<file path="src/rtl/aes_mon_pkg.sv">
package aes_mon_pkg;
  localparam int SLOTS    = 32;
  localparam int SAMPLE_W = 24;
  localparam int AUX_W    = 4;

  localparam logic [1:0] ADDR_FLAGS = 2'd1;
  localparam logic [1:0] ADDR_SNAP  = 2'd2;

  typedef enum logic [1:0] {WL_24 = 2'b00, WL_20 = 2'b01, WL_16 = 2'b10} wlen_e;
  typedef enum logic [1:0] {PRE_X = 2'd0, PRE_Y = 2'd1, PRE_Z = 2'd2} pre_e;
  typedef enum logic [1:0] {ST_HUNT, ST_PRE, ST_DATA} rx_st_e;

  typedef struct packed {
    logic [SAMPLE_W-1:0] sample;
    logic [AUX_W-1:0]    aux;
    logic [3:0]          vucp;
    pre_e                pre;
    logic                perr;
  } sf_fields_t;
endpackage

</file>
<file path="src/rtl/aes_bmc_rx.sv">
module aes_bmc_rx
  import aes_mon_pkg::*;
#(
  parameter int OSR = 16
) (
  input  logic             clk,
  input  logic             rst_n,
  input  logic             line_i,
  output logic             sf_strobe_o,
  output logic [SLOTS-1:0] sf_word_o,
  output pre_e             sf_pre_o
);
  localparam int HALF    = OSR / 2;
  localparam int RUN_MAX = 4 * HALF;
  localparam int CW      = $clog2(RUN_MAX + 1);
  localparam logic [CW-1:0] TH_MIN = CW'(HALF / 2);
  localparam logic [CW-1:0] TH_1   = CW'(HALF + HALF / 2);
  localparam logic [CW-1:0] TH_2   = CW'(2 * HALF + HALF / 2);
  localparam logic [CW-1:0] TH_3   = CW'(3 * HALF + HALF / 2);
  localparam logic [CW-1:0] CNT_SAT = CW'(RUN_MAX);

  logic [2:0]    sync_q;
  logic          trans;
  logic [CW-1:0] run_cnt;
  logic [1:0]    hc;
  rx_st_e        st;
  logic [3:0]    pre_hc, pre_sum;
  logic [1:0]    pre_idx;
  pre_e          pre_kind;
  logic          half_pend;
  logic [4:0]    slot;
  logic [SLOTS-1:0] word;
  logic          strobe;
  logic          bit_evt, bit_val;

  assign trans = sync_q[2] ^ sync_q[1];

  always_ff @(posedge clk) begin
    if (!rst_n) begin
      sync_q  <= '0;
      run_cnt <= '0;
    end else begin
      sync_q <= {sync_q[1:0], line_i};
      if (trans) run_cnt <= CW'(1);
      else if (run_cnt != CNT_SAT) run_cnt <= run_cnt + CW'(1);
    end
  end

  // Interval length in half cells; 0 marks an out-of-range interval.
  always_comb begin
    if (run_cnt < TH_MIN)    hc = 2'd0;
    else if (run_cnt < TH_1) hc = 2'd1;
    else if (run_cnt < TH_2) hc = 2'd2;
    else if (run_cnt < TH_3) hc = 2'd3;
    else                     hc = 2'd0;
  end

  assign pre_sum = pre_hc + {2'b00, hc};

  always_comb begin
    bit_evt = 1'b0;
    bit_val = 1'b0;
    if (trans && st == ST_DATA) begin
      if (hc == 2'd2 && !half_pend) begin
        bit_evt = 1'b1;
      end else if (hc == 2'd1 && half_pend) begin
        bit_evt = 1'b1;
        bit_val = 1'b1;
      end
    end
  end

  always_ff @(posedge clk) begin
    if (!rst_n) begin
      st        <= ST_HUNT;
      pre_hc    <= '0;
      pre_idx   <= '0;
      pre_kind  <= PRE_X;
      half_pend <= 1'b0;
      slot      <= '0;
      word      <= '0;
      strobe    <= 1'b0;
    end else begin
      strobe <= 1'b0;
      if (trans) begin
        if (st == ST_PRE) begin
          if (hc == 2'd0) st <= ST_HUNT;
          else begin
            if (pre_idx == 2'd1)
              pre_kind <= (hc == 2'd3) ? PRE_X : (hc == 2'd2) ? PRE_Y : PRE_Z;
            pre_idx <= pre_idx + 2'd1;
            pre_hc  <= pre_sum;
            if (pre_sum == 4'd8) begin
              st        <= ST_DATA;
              slot      <= 5'd4;
              half_pend <= 1'b0;
            end else if (pre_sum > 4'd8 || pre_idx == 2'd3) begin
              st <= ST_HUNT;
            end
          end
        end else if (hc == 2'd3) begin
          st      <= ST_PRE;
          pre_hc  <= 4'd3;
          pre_idx <= 2'd1;
        end else if (st == ST_DATA) begin
          if (bit_evt) begin
            word[slot] <= bit_val;
            half_pend  <= 1'b0;
            if (slot == 5'd31) begin
              strobe <= 1'b1;
              st     <= ST_HUNT;
            end else begin
              slot <= slot + 5'd1;
            end
          end else if (hc == 2'd1) begin
            half_pend <= 1'b1;
          end else begin
            st <= ST_HUNT;
          end
        end
      end
    end
  end

  assign sf_strobe_o = strobe;
  assign sf_word_o   = word;
  assign sf_pre_o    = pre_kind;


  strobe_gap_chk: assert property (@(posedge clk) disable iff (!rst_n)
    sf_strobe_o |=> !sf_strobe_o);


  data_slot_chk: assert property (@(posedge clk) disable iff (!rst_n)
    (st == ST_DATA) |-> (slot >= 5'd4));
endmodule

</file>
<file path="src/rtl/aes_sf_unpack.sv">
module aes_sf_unpack
  import aes_mon_pkg::*;
(
  input  logic             clk,
  input  logic             rst_n,
  input  logic [1:0]       mode_i,
  input  logic             strobe_i,
  input  logic [SLOTS-1:0] word_i,
  input  pre_e             pre_i,
  input  logic             perr_i,
  input  logic             ready_i,
  output logic             valid_o,
  output sf_fields_t       fields_o
);
  sf_fields_t ext;

  always_comb begin
    ext      = '0;
    ext.vucp = {word_i[28], word_i[29], word_i[30], word_i[31]};
    ext.pre  = pre_i;
    ext.perr = perr_i;
    case (wlen_e'(mode_i))
      WL_20: begin
        ext.aux    = word_i[7:4];
        ext.sample = {4'b0, word_i[27:8]};
      end
      WL_16: begin
        ext.aux    = word_i[7:4];
        ext.sample = {8'b0, word_i[27:12]};
      end
      default: ext.sample = word_i[27:4];
    endcase
  end

  always_ff @(posedge clk) begin
    if (!rst_n) begin
      valid_o  <= 1'b0;
      fields_o <= '0;
    end else if (strobe_i) begin
      valid_o  <= 1'b1;
      fields_o <= ext;
    end else if (ready_i) begin
      valid_o <= 1'b0;
    end
  end


  hold_chk: assert property (@(posedge clk) disable iff (!rst_n)
    valid_o && !ready_i && !strobe_i |=> valid_o && $stable(fields_o));


  narrow_chk: assert property (@(posedge clk) disable iff (!rst_n)
    strobe_i && (mode_i == WL_16) |=> (fields_o.sample[23:16] == 8'h00));
endmodule

</file>
<file path="src/rtl/aes_err_regs.sv">
module aes_err_regs
  import aes_mon_pkg::*;
#(
  parameter int NPAIR = 4
) (
  input  logic             clk,
  input  logic             rst_n,
  input  logic [NPAIR-1:0] err_i,
  input  logic             rd_en_i,
  input  logic [1:0]       rd_addr_i,
  output logic [NPAIR-1:0] rd_data_o
);
  logic [NPAIR-1:0] sticky_q, snap_q;
  logic rd_flags, rd_snap;

  assign rd_flags = rd_en_i && (rd_addr_i == ADDR_FLAGS);
  assign rd_snap  = rd_en_i && (rd_addr_i == ADDR_SNAP);

  always_ff @(posedge clk) begin
    if (!rst_n) begin
      sticky_q  <= '0;
      snap_q    <= '0;
      rd_data_o <= '0;
    end else begin
      if (rd_flags) sticky_q <= (sticky_q & ~snap_q) | err_i;
      else          sticky_q <= sticky_q | err_i;
      if (rd_snap)       snap_q <= sticky_q;
      else if (rd_flags) snap_q <= '0;
      if (rd_flags)      rd_data_o <= snap_q;
      else if (rd_snap)  rd_data_o <= sticky_q;
      else               rd_data_o <= '0;
    end
  end

  for (genvar gi = 0; gi < NPAIR; gi++) begin : g_chk

    sticky_set_chk: assert property (@(posedge clk) disable iff (!rst_n)
      err_i[gi] |=> sticky_q[gi]);

    rd_keep_chk: assert property (@(posedge clk) disable iff (!rst_n)
      rd_flags && err_i[gi] |=> sticky_q[gi] && !snap_q[gi]);

    rd_clear_chk: assert property (@(posedge clk) disable iff (!rst_n)
      rd_flags && snap_q[gi] && !err_i[gi] |=> !sticky_q[gi]);
  end
endmodule

</file>
<file path="src/rtl/aes_parity_mon.sv">
module aes_parity_mon
  import aes_mon_pkg::*;
#(
  parameter int NPAIR = 4,
  parameter int OSR   = 16
) (
  input  logic                      clk,
  input  logic                      rst_n,
  input  logic [1:0]                mode_i,
  input  logic [NPAIR-1:0]          line_i,
  input  logic [NPAIR-1:0]          sf_ready_i,
  output logic [NPAIR-1:0]          sf_valid_o,
  output logic [NPAIR*SAMPLE_W-1:0] sf_sample_o,
  output logic [NPAIR*AUX_W-1:0]    sf_aux_o,
  output logic [NPAIR*4-1:0]        sf_vucp_o,
  output logic [NPAIR*2-1:0]        sf_pre_o,
  output logic [NPAIR-1:0]          sf_perr_o,
  input  logic                      rd_en_i,
  input  logic [1:0]                rd_addr_i,
  output logic [NPAIR-1:0]          rd_data_o
);
  logic [NPAIR-1:0] err_pulse;

  for (genvar p = 0; p < NPAIR; p++) begin : g_pair
    logic             strobe;
    logic [SLOTS-1:0] word;
    pre_e             pre;
    logic             par;
    sf_fields_t       fields;

    aes_bmc_rx #(.OSR(OSR)) u_rx (
      .clk(clk), .rst_n(rst_n), .line_i(line_i[p]),
      .sf_strobe_o(strobe), .sf_word_o(word), .sf_pre_o(pre)
    );

    assign par          = ^word[SLOTS-1:4];
    assign err_pulse[p] = strobe & par;

    aes_sf_unpack u_unpack (
      .clk(clk), .rst_n(rst_n), .mode_i(mode_i),
      .strobe_i(strobe), .word_i(word), .pre_i(pre), .perr_i(par),
      .ready_i(sf_ready_i[p]), .valid_o(sf_valid_o[p]), .fields_o(fields)
    );

    assign sf_sample_o[p*SAMPLE_W +: SAMPLE_W] = fields.sample;
    assign sf_aux_o[p*AUX_W +: AUX_W]          = fields.aux;
    assign sf_vucp_o[p*4 +: 4]                 = fields.vucp;
    assign sf_pre_o[p*2 +: 2]                  = fields.pre;
    assign sf_perr_o[p]                        = fields.perr;
  end

  aes_err_regs #(.NPAIR(NPAIR)) u_regs (
    .clk(clk), .rst_n(rst_n), .err_i(err_pulse),
    .rd_en_i(rd_en_i), .rd_addr_i(rd_addr_i), .rd_data_o(rd_data_o)
  );
endmodule

</file>
<file path="config.mk">
export PLATFORM = sky130hd
export DESIGN_NAME = aes_parity_mon
export DESIGN_NICKNAME = d
export VERILOG_FILES = /design/src/rtl/aes_mon_pkg.sv /design/src/rtl/aes_bmc_rx.sv /design/src/rtl/aes_sf_unpack.sv /design/src/rtl/aes_err_regs.sv /design/src/rtl/aes_parity_mon.sv
export SDC_FILE = /design/constraint.sdc
export NUM_CORES = 1
export LEC_CHECK = 0
export ABC_AREA = 1
export CAP_MARGIN = 20
export CORE_MARGIN = 5
export CORE_UTILIZATION = 51
export CTS_BUF_LIST = sky130_fd_sc_hd__clkbuf_4
export DETAILED_ROUTE_END_ITERATION = 8
export MAX_ROUTING_LAYER = met4
export PLACE_DENSITY_LB_ADDON = 0.25
export SETUP_SLACK_MARGIN = 0.3
export SYNTH_ARGS = -nofsm -noshare
export SYNTH_HDL_FRONTEND = slang
export SYNTH_SLANG_ARGS = --single-unit
</file>
<file path="constraint.sdc">
create_clock -name clk -period 3.2 [get_ports clk]
set_clock_uncertainty 0.05 [all_clocks]
set_input_delay 0.64 -clock clk [delete_from_list [all_inputs] [get_ports clk]]
set_output_delay 0.64 -clock clk [all_outputs]
set_load 0.01 [all_outputs]
</file>
# Word-level counts from Yosys, hierarchy flattened
# Cells that the tools add are included.
# totals
mem_count	0
mem_bits_rw	0
input_bits	15
out_inout_bits	148
romBits	0
latchBits	0
wordCells	525
reg_bits	388
# op_classes
mux	205
reduce_logical	96
bitwise	37
n_shift	0
order_cmp	28
mul	0
div_mod_pow	0
eq_ne	72
add_sub_neg	16
# op_table
operator	count
$pmux W24 S2	4
$mux W2	72
$mux W5	28
$bwmux W32	4
$reduce_xor A28 Y1	4
$mux W4	21
$mux W1	72
$lt A6 B5 Y1 const B	8
$reduce_bool A2 Y1	21
$reduce_and A5 Y1	8
$eq A2 B2 Y1 const B	18
$ne A4 B4 Y1 const B	8
$eq A2 B1 Y1 const B	14
$reduce_and A7 Y1	4
$not A1 Y1	25
$add A6 B1 Y6 const B	4
$lt A5 B6 Y1 const B	4
$lt A6 B3 Y1 const B	4
$lt A6 B4 Y1 const B	4
$ne A6 B6 Y1 const B	4
$reduce_and A6 Y1	4
$reduce_bool A3 Y1	8
$reduce_or A6 Y1	4
$add A5 B1 Y5 const B	4
other kinds (22)	103

# Depth between registers and ports, before layout
# depth
depth_word	14
mapped_depth	19
mapped_depth_nobuf	18

# Cells and area by module
# Synthesis repeated with hierarchy kept, for this count alone.
# hier_totals
hier_cells	3390
hier_area_um2	21733.3
# modules_own_cells
mod	seq_area_each_um2	cells_per_inst	area_each_um2	n_inst
aes_bmc_rx at g_pair[0].u_rx ...	1161.1	375	2787.7	3
aes_sf_unpack	720.7	284	1823.0	4
aes_parity_mon	0.0	704	2867.8	1
aes_bmc_rx at g_pair[3].u_rx	1161.1	374	2770.2	1
aes_err_regs	240.2	51	440.4	1

# Worst setup path after synthesis
# No wires, ideal clock.
# synth_path
kind	flip-flop to flip-flop
startpoint	register g_pair[2].u_rx.run_cnt[2]
endpoint	register g_pair[2].u_rx.slot[0]
n_path_buf	0
period_less_slack_ns	2.451
setup_slack_ns	0.749
path_stages_with_launch	17
setup_ns	0.113
arrival_time_ns	2.288
required_time_ns	3.037
path_cell_list	dfxtp_1 nor2_1 inv_2 nand3_2 clkinv_1 ha_1 inv_1 fa_1 xnor2_1 nor3b_1 nand2_1 nand2_1 nand3_1 nor2_4 o21ai_0 nand2_1 nor2_1
# synth_between
elab_chain_len	12
elab_cells_between_ends	24
cone_classes	1 x add/sub; 4 x order compare; 7 x eq/ne; 7 x mux; 5 x reduce/logical
# synth_rtl
element	line_no	text
start: declaration	aes_bmc_rx.sv:24	logic [CW-1:0] run_cnt;
start signal: assignment	aes_bmc_rx.sv:45	else if (run_cnt != CNT_SAT) run_cnt <= run_cnt + CW'(1);
$lt A6 B5 Y1	aes_bmc_rx.sv:54	else if (run_cnt < TH_3) hc = 2'd3;
$mux W2	aes_bmc_rx.sv:54	
$mux W2	aes_bmc_rx.sv:53	else if (run_cnt < TH_2) hc = 2'd2;
$mux W2	aes_bmc_rx.sv:52	else if (run_cnt < TH_1) hc = 2'd1;
$mux W2 *	aes_bmc_rx.sv:51	if (run_cnt < TH_MIN) hc = 2'd0;
branches (longest 6 deep; another with $add A4 B2 Y4)	-	
$reduce_and A7 Y1 (no source line) *	-	
end signal: assignment	aes_bmc_rx.sv:113	slot <= slot + 5'd1;
end: declaration	aes_bmc_rx.sv:31	logic [4:0] slot;
# Every way passes the cells marked *.
# A chain may end at the register's enable or synchronous reset.

# Final worst setup path
# Same ends and word-level chain as after synthesis.

==> impl_metrics.ini <==
[route]
wl_per_cell_um = 15.3
dr_total_vias = 18000
routed_wl_um = 50400
drc = 0
viasPerCell = 5.45
first_pass_iters = 6
dr.first_iter.drc_count = 1585
antenna_left = 0

[run]
maxCapViolCount = 0

[global_routing]
track_usage = 0.247
grt.met2_usage = 0.376
grt_use_met3 = 0.0524
grt_max_degree = 249
grt_pass1_vias = 17000
use_met1 = 0.325
top_usage_layer = met2
antenna_found_initial = 1
grt.overflow.total = 0
grt_pass1_wl_um = 83400

[critical_path]
start_kind = flip-flop
path_buf_inv = 3
cpMostUsedCell = nand2_1
crit_path_end_kind = flip-flop
worstSetupPathType = reg2reg
cp_max_fo = 6
crit_family = simple AND/OR/NAND/NOR gates
path_cells = nor2_1, inv_2, nand3_2, clkinv_1, ha_1, inv_1, fa_1, xnor2_1, nor3b_2, nand2_1, nand2_1, nand3_2, nor2_4, o21ai_0, nand2_1, nor2_1
cpPeakStageDelay_ps = 400
cp.required_ps = 3810
crit_slowest_cell = fa_1
critPathArrivalTime_ps = 3200

[layout]
stdcell_count = 3292
drive_above_1_share = 0.0872
fillers = 3395
area_delta_synth_final_pct = 16.8
ff_latch_area_um2 = 7450
final_nets = 2823
multi_input_area_um2 = 9520

[power_and_ir_drop]
p_switching_mw = 2.23
p_comb_frac = 0.039
p_leak_nw = 8.77
ir_worst_vdd_mv = 0.236
p_int_mw = 6.88
power_frac_clock = 0.449
power.density_nw_per_um2 = 418
sw_frac_of_total = 0.245
seqPwrFrac = 0.512

[yosys]
yosys.area.top_type = dfxtp_1
syn_avg_cell_area_um2 = 7.18
ys_ff_latch = 372
synth.distinct_cells = 50
syn_area_um2 = 18700
async_flop_share = 0
synth_area_leaders = dfxtp_1 (40%), a21oi_1 (9.0%), nand2_1 (8.5%)
synth_commonest_cells = nand2_1 (424), dfxtp_1 (372), a21oi_1 (334), inv_1 (283), o21ai_0 (233)
yosysMostFrequentCell = nand2_1
synth_top_area_share = 0.399
synth_warnings = 0
synth_nets = 2669
synth-seq-area-share = 0.399
synth-edff-count = 0
postSynthCellCount = 2599
synthFlopType = dfxtp_1

[floorplanning]
dieArea_um2 = 40500
start_util = 0.513
core_area_um2 = 36300
die_y_um = 201
die_w_um = 201
fp-row-count = 70
pin_count = 163

[sta]
hold_viol_final = 0
clock.fmax_mhz = 387
slew_violations = 0
tns_ps = 0
relSlewSlack = 0.293
setup_violations = 0
rsz0062_at_grt = no
period_minus_slack_ps = 2580
post-route-period-util = 0.807
worst_pin_slew_ps = 1060

[status]
status = completed

[clock_tree]
cts_sinks = 372
hold_buffers = 0
clkTransAtPathRegs_ps = 70
htree_levels = 3
cts_root_buf = clkbuf_4
clk_latency_ps = 770
postCtsResizedCells = 0
cts_buffers = 97
clockBufferDepth = 3
cts_tree = yes
cts_setup_buffers = 0

[min_path]
hold_path.class = in2reg

[place]
place_congestion = 0.909
io_buffer_count = 162
hpwl_um = 34600
dp_cells = 3120
kinds of logic (layout without fill, tap and decap cells):
group,Yosys count,in the layout,share of synthesized area
simple gates,900,901,0.211
fa+ha+maj,55,55,0.0373
compound gates,710,710,0.201
other cells,0,2,0
buf+inv,436,658,0.0923
xor+xnor,126,126,0.0595
flops,372,372,0.399
layout by cell type, fill, tap and decap left out, types with 2 or more instances in the layout:
master           synthesis  routed
o22ai_1                 57      57
nor3_2                   2       2
nand3_1                 99      98
buf_4                    5      15
o311a_1                  2       2
o21ai_0                233     233
inv_2                   13      17
or2_2                    5       5
buf_12                   0       6
clkinv_1                 8      30
clkbuf_4                 0     131
o21ai_2                  2       2
dfxtp_1                372     372
nor2_4                   4       4
nand4_1                 28      28
nand2_4                  4       4
bufinv_16                0       3
nor2_2                   7       8
ha_1                    54      53
a221oi_1                 6       6
nor2_1                 230     230
xnor2_1                 82      82
a31oi_1                 15      15
o21a_1                  14      14
clkdlybuf4s50_1          0     161
diode_2                  0       2
nand3b_1                 3       3
xor2_1                  43      43
nand2_1                424     424
o21bai_1                 5       5
inv_1                  283     283
nand2_2                 18      18
nand3_2                  9      10
o21ai_1                 39      39
a21oi_1                334     334
nor3_1                  58      58
clkinv_2                 1       9
flip-flops by register name, summed over array words and instances, names as in the netlist, 8 cells and up:
name / count
g_pair.u_rx.st: 8
g_pair.u_unpack.fields_o: 140
g_pair.u_rx.sf_pre_o: 8
g_pair.u_rx.pre_hc: 16
g_pair.u_rx.pre_idx: 8
g_pair.u_rx.sync_q: 12
g_pair.u_rx.sf_word_o: 112
g_pair.u_rx.slot: 20
g_pair.u_rx.run_cnt: 24
worst min-delay path, delay by kind of cell:
family,cells,cell delay (ps)
buffers and inverters,2,420
and+or+nand+nor,1,60
layer usage:
layer | vias up | part of all wire
li1 | 8934 | -
met5 | - | 0
met4 | 0 | 0.028
met1 | 8292 | 0.45
met2 | 629 | 0.45
met3 | 95 | 0.073
path summary, 6_finish.rpt:
check | from | endpoint | slack [ps] | cells after the start
hold / removal | line_i[3] | g_pair[3].u_rx.sync_q[0] | 360 | 3
hold reg to reg | g_pair[1].u_rx.sync_q[0] | g_pair[1].u_rx.sync_q[1] | 370 | 2
setup reg to reg | g_pair[2].u_rx.run_cnt[2] | g_pair[2].u_rx.slot[0] | 620 | 16
setup / recovery | g_pair[2].u_rx.run_cnt[2] | g_pair[2].u_rx.slot[0] | 620 | 16
area by class of cell:
| type | count | share of cell area |
|---|---|---|
| Antenna cell | 2 | 0.000230 |
| Clock buffer | 131 | 0.0451 |
| Clock inverter | 37 | 0.0104 |
| Inverter | 306 | 0.0531 |
| Multi-Input combinational cell | 1792 | 0.437 |
| Sequential cell | 372 | 0.342 |
| Tap cell | 468 | 0.0269 |
| Timing Repair Buffer | 184 | 0.0858 |
power by group through the flow:
stage	combinational [mW]	sequential (mW)	clock [mW]
final	0.352	4.66	4.09
after global placement	0.344	4.77	0
after CTS	0.348	4.66	4.21
after global routing	0.388	4.66	4.46
after floorplan	0.233	4.76	0
after detailed placement	0.347	4.77	0
stage by stage:
stage	utilization	setup WS, ps	power [mW]	hold slack, ps	cell area, um2
floorplan	-	749	5.00	340	18700
global placement	0.565	548	5.11	344	20500
detailed placement	0.565	499	5.12	349	20500
CTS	0.599	473	9.22	286	21800
global route	0.600	295	9.51	331	21800
finish	0.600	616	9.11	356	21800
Note: power is estimated with default switching activity, not from simulation.
